--- src/rtl/tts_pkg.sv ---
package tts_pkg;
  localparam int SEC_W  = 6;
  localparam int MIN_W  = 6;
  localparam int HOUR_W = 5;
  localparam int DAY_W  = 5;
  localparam int MON_W  = 4;
  localparam int YEAR_W = 7;
  localparam int TS_W   = SEC_W + MIN_W + HOUR_W + DAY_W + MON_W + YEAR_W;

  typedef struct packed {
    logic [YEAR_W-1:0] year;
    logic [MON_W-1:0]  mon;
    logic [DAY_W-1:0]  day;
    logic [HOUR_W-1:0] hour;
    logic [MIN_W-1:0]  min;
    logic [SEC_W-1:0]  sec;
  } tstamp_t;

  // Rising transition toward the open level of the accepted input.
  function automatic logic is_open_edge(logic now_lvl, logic prev_lvl, logic open_lvl);
    return (now_lvl == open_lvl) && (prev_lvl != open_lvl);
  endfunction
endpackage

--- src/rtl/tts_sync.sv ---
module tts_sync #(
  parameter int unsigned STAGES   = 2,
  parameter logic        IDLE_LVL = 1'b0
) (
  input  logic clk,
  input  logic rst_n,
  input  logic din,
  output logic dout
);
  logic [STAGES-1:0] chain;

  always_ff @(posedge clk or negedge rst_n) begin
    if (!rst_n) chain <= {STAGES{IDLE_LVL}};
    else        chain <= {chain[STAGES-2:0], din};
  end

  assign dout = chain[STAGES-1];
endmodule

--- src/rtl/tts_debounce.sv ---
module tts_debounce #(
  parameter int unsigned TICKS    = 3,
  parameter logic        IDLE_LVL = 1'b0
) (
  input  logic clk,
  input  logic rst_n,
  input  logic tick,
  input  logic din,
  output logic dout
);
  generate
    if (TICKS == 0) begin : g_pass
      always_ff @(posedge clk or negedge rst_n) begin
        if (!rst_n) dout <= IDLE_LVL;
        else        dout <= din;
      end
    end else begin : g_filt
      localparam int unsigned CW = (TICKS < 2) ? 1 : $clog2(TICKS);
      logic [CW-1:0] cnt;

      function automatic logic window_done(logic [CW-1:0] c);
        return 32'(c) == TICKS - 1;
      endfunction

      always_ff @(posedge clk or negedge rst_n) begin
        if (!rst_n) begin
          cnt  <= '0;
          dout <= IDLE_LVL;
        end else if (din == dout) begin
          cnt <= '0;
        end else if (tick) begin
          if (window_done(cnt)) begin
            dout <= din;
            cnt  <= '0;
          end else begin
            cnt <= cnt + 1'b1;
          end
        end
      end
    end
  endgenerate
endmodule

--- src/rtl/tts_capture.sv ---
module tts_capture
  import tts_pkg::*;
(
  input  logic    clk,
  input  logic    rst_n,
  input  logic    open_edge,
  input  logic    enable,
  input  logic    clr,
  input  tstamp_t live,
  output tstamp_t held,
  output logic    flag,
  output logic    capture_ev
);
  // Armed when flag is low, or being cleared this very cycle.
  assign capture_ev = open_edge & enable & (~flag | clr);

  always_ff @(posedge clk or negedge rst_n) begin
    if (!rst_n) begin
      held <= '0;
      flag <= 1'b0;
    end else if (capture_ev) begin
      held <= live;
      flag <= 1'b1;
    end else if (clr) begin
      flag <= 1'b0;
    end
  end
endmodule

--- src/rtl/tamper_ts_capture.sv ---
module tamper_ts_capture
  import tts_pkg::*;
#(
  parameter int unsigned DEBOUNCE_TICKS = 3,
  parameter int unsigned SYNC_STAGES    = 2,
  parameter logic        OPEN_LEVEL     = 1'b1
) (
  input  logic              clk,
  input  logic              rst_n,
  input  logic              evt_in,
  input  logic              sample_tick,
  input  logic              evt_en,
  input  logic              stat_clr,
  input  logic [SEC_W-1:0]  live_sec,
  input  logic [MIN_W-1:0]  live_min,
  input  logic [HOUR_W-1:0] live_hour,
  input  logic [DAY_W-1:0]  live_day,
  input  logic [MON_W-1:0]  live_mon,
  input  logic [YEAR_W-1:0] live_year,
  output logic [SEC_W-1:0]  ts_sec,
  output logic [MIN_W-1:0]  ts_min,
  output logic [HOUR_W-1:0] ts_hour,
  output logic [DAY_W-1:0]  ts_day,
  output logic [MON_W-1:0]  ts_mon,
  output logic [YEAR_W-1:0] ts_year,
  output logic              evt_flag,
  output logic              irq
);
  localparam logic IDLE_LEVEL = ~OPEN_LEVEL;

  // Named internal events, observed by the bound checker.
  logic    sync_lvl;
  logic    filt_lvl;
  logic    filt_q;
  logic    open_edge;
  logic    capture_ev;
  tstamp_t live_ts;
  tstamp_t held_ts;

  assign live_ts = '{year: live_year, mon: live_mon, day: live_day,
                     hour: live_hour, min: live_min, sec: live_sec};

  tts_sync #(.STAGES(SYNC_STAGES), .IDLE_LVL(IDLE_LEVEL)) u_sync (
    .clk(clk), .rst_n(rst_n), .din(evt_in), .dout(sync_lvl)
  );

  tts_debounce #(.TICKS(DEBOUNCE_TICKS), .IDLE_LVL(IDLE_LEVEL)) u_deb (
    .clk(clk), .rst_n(rst_n), .tick(sample_tick), .din(sync_lvl), .dout(filt_lvl)
  );

  always_ff @(posedge clk or negedge rst_n) begin
    if (!rst_n) filt_q <= IDLE_LEVEL;
    else        filt_q <= filt_lvl;
  end

  assign open_edge = is_open_edge(filt_lvl, filt_q, OPEN_LEVEL);

  tts_capture u_cap (
    .clk(clk), .rst_n(rst_n), .open_edge(open_edge), .enable(evt_en),
    .clr(stat_clr), .live(live_ts), .held(held_ts), .flag(evt_flag),
    .capture_ev(capture_ev)
  );

  assign irq     = evt_flag;
  assign ts_sec  = held_ts.sec;
  assign ts_min  = held_ts.min;
  assign ts_hour = held_ts.hour;
  assign ts_day  = held_ts.day;
  assign ts_mon  = held_ts.mon;
  assign ts_year = held_ts.year;
endmodule

--- config.mk ---
export PLATFORM = sky130hd
export DESIGN_NAME = tamper_ts_capture
export DESIGN_NICKNAME = d
export VERILOG_FILES = /design/src/rtl/tts_pkg.sv /design/src/rtl/tts_sync.sv /design/src/rtl/tts_debounce.sv /design/src/rtl/tts_capture.sv /design/src/rtl/tamper_ts_capture.sv
export SDC_FILE = /design/constraint.sdc
export NUM_CORES = 1
export LEC_CHECK = 0
export BUFFER_PORTS_ARGS = -buffer_cell sky130_fd_sc_hd__buf_2
export CAP_MARGIN = 20
export CORE_UTILIZATION = 47
export CTS_BUF_LIST = sky130_fd_sc_hd__clkbuf_8
export DETAILED_ROUTE_END_ITERATION = 10
export HOLD_SLACK_MARGIN = 0.05
export PLACE_DENSITY = 0.81
export RECOVER_POWER = 100
export SKIP_CTS_REPAIR_TIMING = 1
export SLEW_MARGIN = 40
export SYNTH_ARGS = -nofsm -noshare
export SYNTH_HDL_FRONTEND = slang
export SYNTH_SLANG_ARGS = --single-unit
--- constraint.sdc ---
create_clock -name clk -period 1.95 [get_ports clk]
set_input_delay 0.39 -clock clk [delete_from_list [all_inputs] [get_ports clk]]
set_output_delay 0.39 -clock clk [all_outputs]
set_load 0.02 [all_outputs]
# == Word level (Yosys, flattened, before mapping) ==
# Cells that the tools add are included.
# classes
n_reduce_logical,4
addsub,1
bitwise,6
eq_ne,2
muxes,5
# ops
cell,count
2-bit 2-to-1 mux,3
2-bit nonzero test,2
1-bit NOT,3
3-bit AND reduction,1
2-bit by 1-bit adder with 2-bit output (second input constant),1
1-bit AND,2
2-bit == test (second input constant),1
1-bit 2-to-1 mux,2
1-bit == test,1
1-bit logical AND,1
1-bit OR,1
# totals
ff_bits,40

# == Logic depth before layout (Yosys ltp) ==
# logic_depth
ltp_word,5
mapped_depth,4
depth_no_buf,3

# == By module ==
# A second synthesis with hierarchy kept.
# hier_totals
hier_cells,92
area_unflattened_um2,1531.5
# by_module_without_submodules
module,cells_each,area_each_um2,instances
tts_capture,75,1293.7,1
tts_debounce,12,141.4,1
tts_sync,2,50.0,1
tamper_ts_capture,3,46.3,1

# == Worst setup path before layout ==
# OpenSTA, ideal clock, no wires.
# synth_path
path_type,reg2reg
start,register filt_q
end,register u_cap.held[10] (netlist bit)
synth_period_minus_slack_ps,1362
required_time_ps,1825
arrival_time_ps,1237
setup_ps,125
slack_ps,588
path_buffers,1
path_stages_with_launch,5
path_cell_list,dfrtp_1 nand3b_1 a21oi_4 buf_6 mux2_2
# synth_between
elab_chain_len,4
# synth_lines
item,line,rtl
"start, declared",tamper_ts_capture.sv:34,logic filt_q;
"start signal, assigned",tamper_ts_capture.sv:53,else filt_q <= filt_lvl;
1-bit NOT,tts_pkg.sv:21,return (now_lvl == open_lvl) && (prev_lvl != open_lvl);
1-bit logical AND,tts_pkg.sv:21,
1-bit AND (2 in series),tts_capture.sv:15,assign capture_ev = open_edge & enable & (~flag | clr);
"end signal, assigned",tts_capture.sv:22,held <= live;
"end, declared",tts_capture.sv:10,"output tstamp_t held,"
# No other way between the ends.
# A chain may end at the register's enable or synchronous reset.

# == Worst setup path after layout ==
# layout_path
start,register u_deb.dout
end,register u_cap.held[31] (netlist bit)
# layout_between
elab_chain_len,3
# layout_lines
item,line,rtl
"start, declared",tts_debounce.sv:9,output logic dout
"start signal, assigned",tts_debounce.sv:33,dout <= din;
1-bit logical AND,tts_pkg.sv:21,
1-bit AND (2 in series),tts_capture.sv:15,
# No other way between the ends.

==> flow_summary.rst <==
.. list-table::
   :header-rows: 1

   * - Metric
     - Value
   * - Setup total negative slack
     - 0 ns
   * - Number of antenna violations at the first check in global routing
     - 0
   * - Final clock skew
     - 0.00211 ns
   * - Vias in the first global route
     - 1007
   * - Register bit count reported by yosys
     - 40
   * - Total number of clock tree sinks
     - 40
   * - Worst endpoint data arrival time
     - 1.67 ns
   * - Residual antenna-violating net count after detailed routing
     - 0
   * - Final period util
     - 0.768
   * - Core Area
     - 3050 µm²
   * - Residual DRC count
     - 0
   * - Maxcap violations
     - 0
   * - Layout filler cell count
     - 272
   * - Detailed placement HPWL
     - 1990 µm
   * - Pins over their slew limit
     - 0
   * - Overflow left after global routing
     - 0
   * - Number of nets in the finished design
     - 208
   * - Met3 layer usage reported by global route
     - 0.0527
   * - Fmax
     - 668 MHz
   * - Met2 layer usage reported by global route
     - 0.281
   * - WP data required
     - 2.12 ns
   * - Placed instance area
     - 1920 µm²
   * - Largest net degree at the start of global routing
     - 34
   * - Via-to-Cell Ratio
     - 4.72
   * - Power consumption
     - 3.54 mW
   * - Hold Vio Cnt, Final
     - 0
   * - Total Wirelength
     - 2680 µm
   * - TritonCTS clock tree
     - built
   * - IR Drop Worst-Case VDD
     - 0.000842 V
   * - Root cell of the clock tree
     - sky130_fd_sc_hd__clkbuf_8
   * - Boundary pin count
     - 74
   * - N_diodes
     - 0
   * - Slew at the pin closest to its max-slew limit
     - 1.15 ns
   * - Number of I/O port buffers
     - 73
   * - Clock-pin slew on the worst setup and hold paths
     - 0.07 ns
   * - Worst-path maximum fanout
     - 33
   * - Placement Rows
     - 20
   * - Startpoint kind of the worst setup timing path
     - flip-flop
   * - Clock network latency to the later pin of the worst-skew pair
     - 0.28 ns
   * - Vias
     - 1010
   * - Gr busiest metal
     - met2
   * - Worst hold path type
     - input pin to flip-flop
   * - Startpoint-to-endpoint class of the critical path
     - flip-flop to flip-flop
   * - Most used cells in the layout excluding fill and tap cells
     - sky130_fd_sc_hd__dfrtp_1, sky130_fd_sc_hd__buf_2, sky130_fd_sc_hd__clkbuf_1
   * - Starting utilization of the core area
     - 0.496
   * - Synth cell types
     - 14
   * - P&R area growth vs syn
     - 31.3%
   * - Type of element capturing the critical path
     - flip-flop
   * - Post-Syn Instances
     - 91
   * - Global-route wire length before repair
     - 4290 µm
   * - Overall die height
     - 58.8 µm
   * - Final period demand of the worst path
     - 1.50 ns
   * - Unrepaired setup endpoints after global routing
     - false
   * - Most common cell after layout, fill and taps aside
     - sky130_fd_sc_hd__dfrtp_1
   * - Slew HR
     - 0.231
   * - Power per unit of standard cell area
     - 1780 nW/µm²
   * - Run status
     - completed
   * - Number of DRC markers after the initial detailed-route iteration
     - 33
   * - Die outline area
     - 3450 µm²
   * - Met1 routing resource usage after global routing
     - 0.207
   * - Clock Path Buffers
     - 2
   * - Horiz. Die Dim
     - 58.8 µm
   * - Post-Layout Inst Area
     - 1990 µm²
   * - Synthesized cell area
     - 1510 µm²
   * - Mean Syn Cell Area
     - 16.6 µm²
   * - Sequential area share after synthesis
     - 0.661
   * - Drt first pass iters
     - 4
   * - Setup violation total in the final timing report
     - 0
   * - Count of warnings emitted by yosys
     - 0
   * - Mean routed wirelength per cell
     - 12.5 µm
   * - H-tree depth
     - 2
   * - Layout cell share with drive strength beyond 1
     - 0.465
   * - Pleak
     - 0.904 nW
   * - Net count after synthesis
     - 130
   * - Weighted congestion at the end of routability-driven global placement
     - 0.693
   * - TritonCTS Buffers
     - 5
   * - Global router's overall resource usage
     - 0.173
-- layout make-up --
type	count	area (µm²)	share of cell area
multi-input combinational	45	453	0.228
clock buffer	7	96.3	0.0485
tap	44	55.1	0.0277
timing repair buffer	75	345	0.174
clock inverter	1	30.0	0.0151
inverter	2	7.51	0.00378
sequential	40	1000	0.503
-- where the power goes --
| part | total (mW) | internal, mW | switching [mW] | leakage [nW] |
|---|---|---|---|---|
| Combinational | 1.38 | 0.560 | 0.823 | 0.359 |
| Clock | 0.713 | 0.451 | 0.261 | 0.0645 |
| Sequential | 1.44 | 1.23 | 0.216 | 0.480 |
| Total | 3.54 | 2.24 | 1.30 | 0.904 |
-- final timing paths --
path | from | end | slack, ns | depth (start not counted)
hold / removal | evt_in | u_sync.chain[0] | 0.21 | 1
setup / recovery | u_deb.dout | u_cap.held[31] | 0.45 | 4
hold reg to reg | u_sync.chain[0] | u_sync.chain[1] | 0.35 | 0
min in group asynchronous | rst_n | u_cap.held[14] | 0.31 | 1
max in group asynchronous | rst_n | u_cap.held[25] | 0.61 | 2
setup reg to reg | u_deb.dout | u_cap.held[31] | 0.45 | 4
-- synth_stat cells --
cell type | n | area [µm²]
sky130_fd_sc_hd__dfrtp_1 | 40 | 1000
sky130_fd_sc_hd__mux2_2 | 32 | 360
sky130_fd_sc_hd__buf_6 | 3 | 33.8
sky130_fd_sc_hd__nand3b_1 | 3 | 22.5
sky130_fd_sc_hd__inv_1 | 2 | 7.51
sky130_fd_sc_hd__mux2_1 | 2 | 22.5
sky130_fd_sc_hd__nor2_1 | 2 | 7.51
sky130_fd_sc_hd__a21oi_1 | 1 | 5.00
sky130_fd_sc_hd__a21oi_4 | 1 | 16.3
sky130_fd_sc_hd__buf_4 | 1 | 7.51
sky130_fd_sc_hd__mux2i_1 | 1 | 10.0
sky130_fd_sc_hd__nand2b_1 | 1 | 6.26
sky130_fd_sc_hd__o21ai_0 | 1 | 5.00
sky130_fd_sc_hd__xnor2_1 | 1 | 8.76
-- registers in the layout, summed over array words and instances, names as in the netlist --
register and flops:
u_cap.flag 1, u_sync.chain 2, filt_q 1, u_deb.dout 1
u_cap.held 33, u_deb.g_filt.cnt 2
-- critical path, cell delays in order (launching register included) --
cell	delay [ns]
sky130_fd_sc_hd__dfrtp_1	0.41
sky130_fd_sc_hd__nand3b_1	0.11
sky130_fd_sc_hd__a21oi_1	0.24
sky130_fd_sc_hd__buf_12	0.25
sky130_fd_sc_hd__mux2_2	0.36
-- metrics by stage --
step	cells	utilization	worst slack, ns	hold slack (ns)
after detailed placement	206	0.629	0.466	0.338
after floorplan	91	-	0.588	0.0944
after global routing	214	0.651	0.308	0.201
after CTS	214	0.670	0.515	0.0683
after global placement	206	0.629	0.513	0.335
final	214	0.651	0.452	0.210
-- cells by family (layout without fill, tap and decap cells) --
kind of cell | count (synthesis) | after routing | synth area share
multiplexers | 35 | 35 | 0.260
AO/OA/AOI/OAI | 3 | 3 | 0.0174
XOR/XNOR | 1 | 1 | 0.00579
buffers and inverters | 6 | 85 | 0.0322
AND/OR/NAND/NOR | 6 | 6 | 0.0240
flip-flops | 40 | 40 | 0.661
-- metal layers --
layer  up-vias  share of wire  routed length, µm
met3         7          0.084                225
met5         -              0                  0
met4         0          0.018                 47
li1        471              -                  -
met2        54           0.49               1310
met1       478           0.41               1100
No activity file was read; power rests on OpenSTA's default activity.
